<file path="config.mk">
export PLATFORM = sky130hd
export DESIGN_NAME = match_timer_ctrl
export DESIGN_NICKNAME = d
export VERILOG_FILES = /design/src/rtl/tmac_pkg.sv /design/src/rtl/tmac_prescaler.sv /design/src/rtl/tmac_match_bank.sv /design/src/rtl/tmac_regs.sv /design/src/rtl/match_timer_ctrl.sv
export SDC_FILE = /design/constraint.sdc
export NUM_CORES = 1
export LEC_CHECK = 0
export ABC_AREA = 1
export ABC_CLOCK_PERIOD_IN_PS = 6580
export BUFFER_PORTS_ARGS = -buffer_cell sky130_fd_sc_hd__buf_4
export CORE_MARGIN = 1.5
export CORE_UTILIZATION = 35
export DETAILED_ROUTE_END_ITERATION = 12
export PLACE_DENSITY = 0.62
export SYNTH_ARGS = -nofsm -noshare
export SYNTH_HDL_FRONTEND = slang
export SYNTH_SLANG_ARGS = --single-unit
</file>
<file path="constraint.sdc">
create_clock -name clk -period 6.58 [get_ports clk]
set_input_delay 1.974 -clock clk [delete_from_list [all_inputs] [get_ports clk]]
set_output_delay 1.974 -clock clk [all_outputs]
set_load 0.02 [all_outputs]
</file>
<file path="src/rtl/tmac_pkg.sv">
package tmac_pkg;
   localparam int unsigned ADDR_W = 4;
   localparam int unsigned DATA_W = 32;
   localparam int unsigned ACT_BITS = 3;

   localparam logic [ADDR_W-1:0] REG_ENABLE = 4'd0;
   localparam logic [ADDR_W-1:0] REG_ACTION = 4'd1;
   localparam logic [ADDR_W-1:0] REG_PRESC  = 4'd2;
   localparam logic [ADDR_W-1:0] REG_FLAGS  = 4'd3;
   localparam logic [ADDR_W-1:0] REG_CMP0   = 4'd8;

   // one compare's action triple; field order matches bit order in the word
   typedef struct packed {
      logic halt;
      logic zero;
      logic flag;
   } cmp_act_t;
endpackage

</file>
<file path="src/rtl/tmac_prescaler.sv">
module tmac_prescaler #(
   parameter int unsigned PRE_W = 8
) (
   input  logic             clk,
   input  logic             rst_n,
   input  logic             run,
   input  logic [PRE_W-1:0] limit,
   output logic             tick
);
   logic [PRE_W-1:0] pc_q;

   assign tick = run && (pc_q >= limit);

   always_ff @(posedge clk or negedge rst_n) begin
      if (!rst_n) begin
         pc_q <= '0;
      end else if (run) begin
         if (pc_q >= limit) pc_q <= '0;
         else               pc_q <= pc_q + 1'b1;
      end
   end
endmodule

</file>
<file path="src/rtl/tmac_match_bank.sv">
module tmac_match_bank
   import tmac_pkg::*;
#(
   parameter int unsigned N_MATCH = 7,
   parameter int unsigned CNT_W   = 16,
   localparam int unsigned ACT_W  = ACT_BITS * N_MATCH
) (
   input  logic [CNT_W-1:0]              count,
   input  logic                          tick,
   input  logic [N_MATCH-1:0][CNT_W-1:0] cmp_val,
   input  logic [ACT_W-1:0]              action,
   output logic [N_MATCH-1:0]            flag_hit,
   output logic                          zero_any,
   output logic                          halt_any
);
   logic [N_MATCH-1:0] zero_hit;
   logic [N_MATCH-1:0] halt_hit;

   for (genvar k = 0; k < N_MATCH; k++) begin : g_cmp
      cmp_act_t act;
      logic     eq;
      assign act         = action[ACT_BITS*k +: ACT_BITS];
      assign eq          = tick && (count == cmp_val[k]);
      assign flag_hit[k] = eq && act.flag;
      assign zero_hit[k] = eq && act.zero;
      assign halt_hit[k] = eq && act.halt;
   end

   assign zero_any = |zero_hit;
   assign halt_any = |halt_hit;
endmodule

</file>
<file path="src/rtl/tmac_regs.sv">
module tmac_regs
   import tmac_pkg::*;
#(
   parameter int unsigned N_MATCH = 7,
   parameter int unsigned CNT_W   = 16,
   parameter int unsigned PRE_W   = 8,
   localparam int unsigned ACT_W  = ACT_BITS * N_MATCH
) (
   input  logic                          clk,
   input  logic                          rst_n,
   input  logic                          wr_en,
   input  logic [ADDR_W-1:0]             wr_addr,
   input  logic [DATA_W-1:0]             wr_data,
   input  logic [ADDR_W-1:0]             rd_addr,
   output logic [DATA_W-1:0]             rd_data,
   input  logic                          halt_any,
   input  logic [N_MATCH-1:0]            flag_hit,
   output logic                          run_q,
   output logic [ACT_W-1:0]              action_q,
   output logic [PRE_W-1:0]              presc_q,
   output logic [N_MATCH-1:0][CNT_W-1:0] cmp_q,
   output logic [N_MATCH-1:0]            flags_q
);
   logic wr_run, wr_act, wr_pre, wr_clr;
   assign wr_run = wr_en && (wr_addr == REG_ENABLE);
   assign wr_act = wr_en && (wr_addr == REG_ACTION);
   assign wr_pre = wr_en && (wr_addr == REG_PRESC);
   assign wr_clr = wr_en && (wr_addr == REG_FLAGS);

   always_ff @(posedge clk or negedge rst_n) begin
      if (!rst_n) begin
         run_q    <= 1'b0;
         action_q <= '0;
         presc_q  <= '0;
         flags_q  <= '0;
      end else begin
         // a hardware halt outranks a same-cycle software enable
         if (halt_any)    run_q <= 1'b0;
         else if (wr_run) run_q <= wr_data[0];
         if (wr_act) action_q <= wr_data[ACT_W-1:0];
         if (wr_pre) presc_q  <= wr_data[PRE_W-1:0];
         // a new hit outranks a same-cycle clear
         flags_q <= (flags_q & ~(wr_clr ? wr_data[N_MATCH-1:0] : '0)) | flag_hit;
      end
   end

   always_ff @(posedge clk or negedge rst_n) begin
      if (!rst_n) begin
         cmp_q <= '0;
      end else begin
         for (int k = 0; k < N_MATCH; k++) begin
            if (wr_en && (wr_addr == REG_CMP0 + ADDR_W'(k)))
               cmp_q[k] <= wr_data[CNT_W-1:0];
         end
      end
   end

   always_comb begin
      rd_data = '0;
      case (rd_addr)
         REG_ENABLE: rd_data = DATA_W'(run_q);
         REG_ACTION: rd_data = DATA_W'(action_q);
         REG_PRESC:  rd_data = DATA_W'(presc_q);
         REG_FLAGS:  rd_data = DATA_W'(flags_q);
         default: begin
            for (int k = 0; k < N_MATCH; k++) begin
               if (rd_addr == REG_CMP0 + ADDR_W'(k)) rd_data = DATA_W'(cmp_q[k]);
            end
         end
      endcase
   end
endmodule

</file>
<file path="src/rtl/match_timer_ctrl.sv">
module match_timer_ctrl
   import tmac_pkg::*;
#(
   parameter int unsigned N_MATCH = 7,
   parameter int unsigned CNT_W   = 16,
   parameter int unsigned PRE_W   = 8
) (
   input  logic               clk,
   input  logic               rst_n,
   input  logic               wr_en,
   input  logic [3:0]         wr_addr,
   input  logic [31:0]        wr_data,
   input  logic [3:0]         rd_addr,
   output logic [31:0]        rd_data,
   output logic [CNT_W-1:0]   count,
   output logic [N_MATCH-1:0] irq_flags,
   output logic               irq,
   output logic               cnt_enable
);
   localparam int unsigned ACT_W = ACT_BITS * N_MATCH;

   if (N_MATCH < 1 || N_MATCH > 8) begin : g_bad_n
      $error("N_MATCH must lie in 1..8 to fit the address map");
   end
   if (ACT_W > DATA_W) begin : g_bad_act
      $error("action word wider than the data bus");
   end
   if (CNT_W < 2 || CNT_W > DATA_W || PRE_W < 1 || PRE_W > DATA_W) begin : g_bad_w
      $error("counter widths out of range");
   end

   logic                          run_q;
   logic [ACT_W-1:0]              action_q;
   logic [PRE_W-1:0]              presc_q;
   logic [N_MATCH-1:0][CNT_W-1:0] cmp_q;
   logic [N_MATCH-1:0]            flags_q;
   logic [N_MATCH-1:0]            flag_hit;
   logic                          zero_any, halt_any, tick;
   logic [CNT_W-1:0]              count_q;

   tmac_regs #(.N_MATCH(N_MATCH), .CNT_W(CNT_W), .PRE_W(PRE_W)) u_regs (
      .clk(clk), .rst_n(rst_n),
      .wr_en(wr_en), .wr_addr(wr_addr), .wr_data(wr_data),
      .rd_addr(rd_addr), .rd_data(rd_data),
      .halt_any(halt_any), .flag_hit(flag_hit),
      .run_q(run_q), .action_q(action_q), .presc_q(presc_q),
      .cmp_q(cmp_q), .flags_q(flags_q)
   );

   tmac_prescaler #(.PRE_W(PRE_W)) u_pre (
      .clk(clk), .rst_n(rst_n), .run(run_q), .limit(presc_q), .tick(tick)
   );

   tmac_match_bank #(.N_MATCH(N_MATCH), .CNT_W(CNT_W)) u_bank (
      .count(count_q), .tick(tick), .cmp_val(cmp_q), .action(action_q),
      .flag_hit(flag_hit), .zero_any(zero_any), .halt_any(halt_any)
   );

   always_ff @(posedge clk or negedge rst_n) begin
      if (!rst_n) begin
         count_q <= '0;
      end else if (tick && !halt_any) begin
         if (zero_any) count_q <= '0;
         else          count_q <= count_q + 1'b1;
      end
   end

   assign count      = count_q;
   assign irq_flags  = flags_q;
   assign irq        = |flags_q;
   assign cnt_enable = run_q;
endmodule

</file>
==> impl_metrics.tcl <==
set metrics [dict create \
    outcome "finished, final reports clean" \
    area_growth_pct 13.1 \
    postRouteAntennaNets 0 \
    synthArstFlopShare 1.00 \
    crit_fanout 16 \
    crit_chain "buf_4 -> nor2_2 -> inv_1 -> nor2_1 -> buf_4 -> inv_1 -> o21ai_1 -> a221oi_1 -> nand4_1 -> buf_4" \
    leakagePower_uw 0.00522 \
    end_kind "output pin" \
    dp_cells 1684 \
    wire_per_inst_um 16.4 \
    irDropWorstVdd_uv 163 \
    r2r-start "u_regs.presc_q[7]" \
    wl_met1_mm 13.0 \
    ioPinCount 100 \
    antenna_found_initial 0 \
    route.detailed.drc 0 \
    grt_max_degree 174 \
    die_area_mm2 0.0295 \
    synth_cell_types 40 \
    power.density_mw_per_mm2 296 \
    drt_iter0_markers 621 \
    synth-seq-cells 173 \
    grt_pass1_wl_mm 45.0 \
    wl_met3_mm 1.11 \
    required_ps 4610 \
    gp_congestion 0.829 \
    whs_endpoint "u_regs.flags_q[6]" \
    fin_nets 1378 \
    cpLargestDelayFamily "buffers and inverters" \
    cp.arrival_ps 3830 \
    hold_depth 2 \
    hold_class "flip-flop to flip-flop" \
    cts_resized 0 \
    top_layer "met4" \
    syn_inst 1280 \
    wirelength_mm 28.1 \
    clk_latency_ps 440 \
    fp.dieH_um 172 \
    synth_edf_count 0 \
    criticalPathCategory "input pin to output pin" \
    grt_pass1_vias 7987 \
    ys.flop_type "dfrtp_1" \
    cts_setup_buffers 0 \
    cts_root_buffer "clkbuf_16" \
    slowest_stage "nor2_2" \
    period_share 0.882 \
    cts_made_buffers 17 \
    worst-path-buf-inv 5 \
    clk_pin_slew_ps 70 \
    yosysWarnings 0 \
    cts_sinks 173 \
    finalPower_uw 3330 \
    layoutNonFillerInstCount 1716 \
    cts_hold_buf 0 \
    cpPeakStageDelay_ps 480 \
    finalSetupViolCount 0 \
    reg2reg_slack_ps 3890 \
    tightest_slew_ps 1070 \
    coreArea_mm2 0.0279 \
    syn-mean-instance-area_um2 7.78 \
    ctsLongestPathBuffers 2 \
    reg2reg_depth 12 \
    diodes 0 \
    reg2reg_to "count[8]" \
    min_from "u_regs.action_q[18]" \
    route.met2.wl_mm 13.5 \
    drv_cap 0 \
    drv_slew 0 \
    rsz0062_at_grt "false" \
    rows 61 \
    start_util 0.357 \
    final_core_util 0.404 \
    drt-pass1-iter-count 5 \
    setup_tns_ps 0 \
    slew_headroom 0.282 \
    layout_min_cycle_time_ps 5800 \
    holdWs_ps 485 \
    vias 8480 \
    grt_usage 0.200 \
    crit_path_frequent_cell "buf_4" \
    critPathLaunchType "input pin" \
    port_buffers 77 \
    drive_gt1_frac 0.123 \
    hold_violations 0 \
    cts_tree "done" \
    synth_seq_area_share 0.435 \
    cts.htree.levels 4 \
    vias_per_cell 4.94 \
    hpwlAfterDp_mm 20.7 \
    grt.overflow.total 0 \
    clock.fmax_mhz 172 \
    clock_skew_ps 12.9 \
    synth_area_mm2 0.00996 \
    die_w_um 172 \
]
stage by stage:
| step | cell area, um^2 | setup slack [ps] |
|---|---|---|
| 2_1_floorplan | 9990 | 1400 |
| 6_report | 11300 | 776 |
| 3_3_place_gp | 10700 | 835 |
| 5_1_grt | 11300 | 617 |
| 3_5_place_dp | 10700 | 857 |
| 4_1_cts | 11300 | 856 |
Yosys cell counts, types with 10 or more instances:
| cell | n | area (um^2) |
|---|---|---|
| nand2_1 | 378 | 1420 |
| ha_1 | 10 | 125 |
| a21oi_1 | 35 | 175 |
| nor2_1 | 85 | 319 |
| buf_4 | 17 | 128 |
| inv_1 | 91 | 342 |
| nand2_2 | 23 | 144 |
| clkbuf_1 | 36 | 135 |
| buf_6 | 13 | 146 |
| xor2_1 | 18 | 158 |
| xnor2_1 | 86 | 753 |
| dfrtp_1 | 173 | 4330 |
| o21ai_0 | 154 | 771 |
| nand3_1 | 62 | 310 |
| nand4_1 | 34 | 213 |
routing by layer:
metal,up-vias,GRT usage
li1,4194,-
met1,4062,0.274
met2,190,0.328
met3,34,0.0262
met4,0,0.0622
met5,-,0
final cells by class:
| cell class | count | area (um^2) |
|---|---|---|
| Fill cell | 2840 | 16600 |
| Clock buffer | 20 | 467 |
| Inverter | 98 | 368 |
| Timing Repair Buffer | 85 | 654 |
| Multi-Input combinational cell | 950 | 4860 |
| Tap cell | 378 | 473 |
| Clock inverter | 12 | 111 |
| Sequential cell | 173 | 4330 |
flip-flops by register name, indices dropped and copies added (netlist names):
signal and flops:
u_regs.flags_q 7, u_regs.presc_q 8, count 16, u_pre.pc_q 8
u_regs.run_q 1, u_regs.cmp_q 112, u_regs.action_q 21
kinds of logic after synthesis:
family,count (synthesis),synth area share
AND/OR/NAND/NOR,616,0.269
AO/OA/AOI/OAI,209,0.111
flip-flops,173,0.435
buffers and inverters,167,0.0809
XOR/XNOR,104,0.0915
adder cells (fa/ha/maj),10,0.0126
other,1,0.000377
cells in the final DEF, fill, tap and decap left out, types with 2 or more instances in the layout:
cell,instances
xnor2_1,86
nor2_1,85
nor2_2,7
nor2_4,2
inv_2,6
clkinvlp_4,3
clkinv_2,3
ha_1,10
clkinv_4,3
nand2_4,3
nand4_1,34
buf_4,83
clkbuf_16,17
a221oi_1,4
nand3_1,62
o2111ai_1,4
clkbuf_8,3
nor3b_1,2
xor2_1,18
nand2_1,378
o21ai_0,154
conb_1,11
dfrtp_1,173
nor4_1,6
inv_6,2
nand2_2,23
a21oi_1,35
o22ai_1,8
inv_1,91
nor3_1,8
where the power goes:
part | internal (uW) | switching, uW
Clock | 553 | 440
Sequential | 1270 | 237
Combinational | 356 | 474
Total | 2180 | 1150
how the worst max path moves through the flow:
stage               start          end  cells past startpoint
5_1_grt        rd_addr[0]  rd_data[15]                     10
4_1_cts        rd_addr[1]   rd_data[0]                     10
6_report       rd_addr[1]   rd_data[0]                     10
3_3_place_gp   rd_addr[1]   rd_data[0]                     10
2_1_floorplan  rd_addr[3]  rd_data[14]                     10
3_5_place_dp   rd_addr[1]   rd_data[0]                     10
worst min-delay path, delay by kind of cell, from the launching register on:
family        cells  cell delay (ps)
flops             1              350
simple gates      2              110
Power figures use the tool's default switching activity.
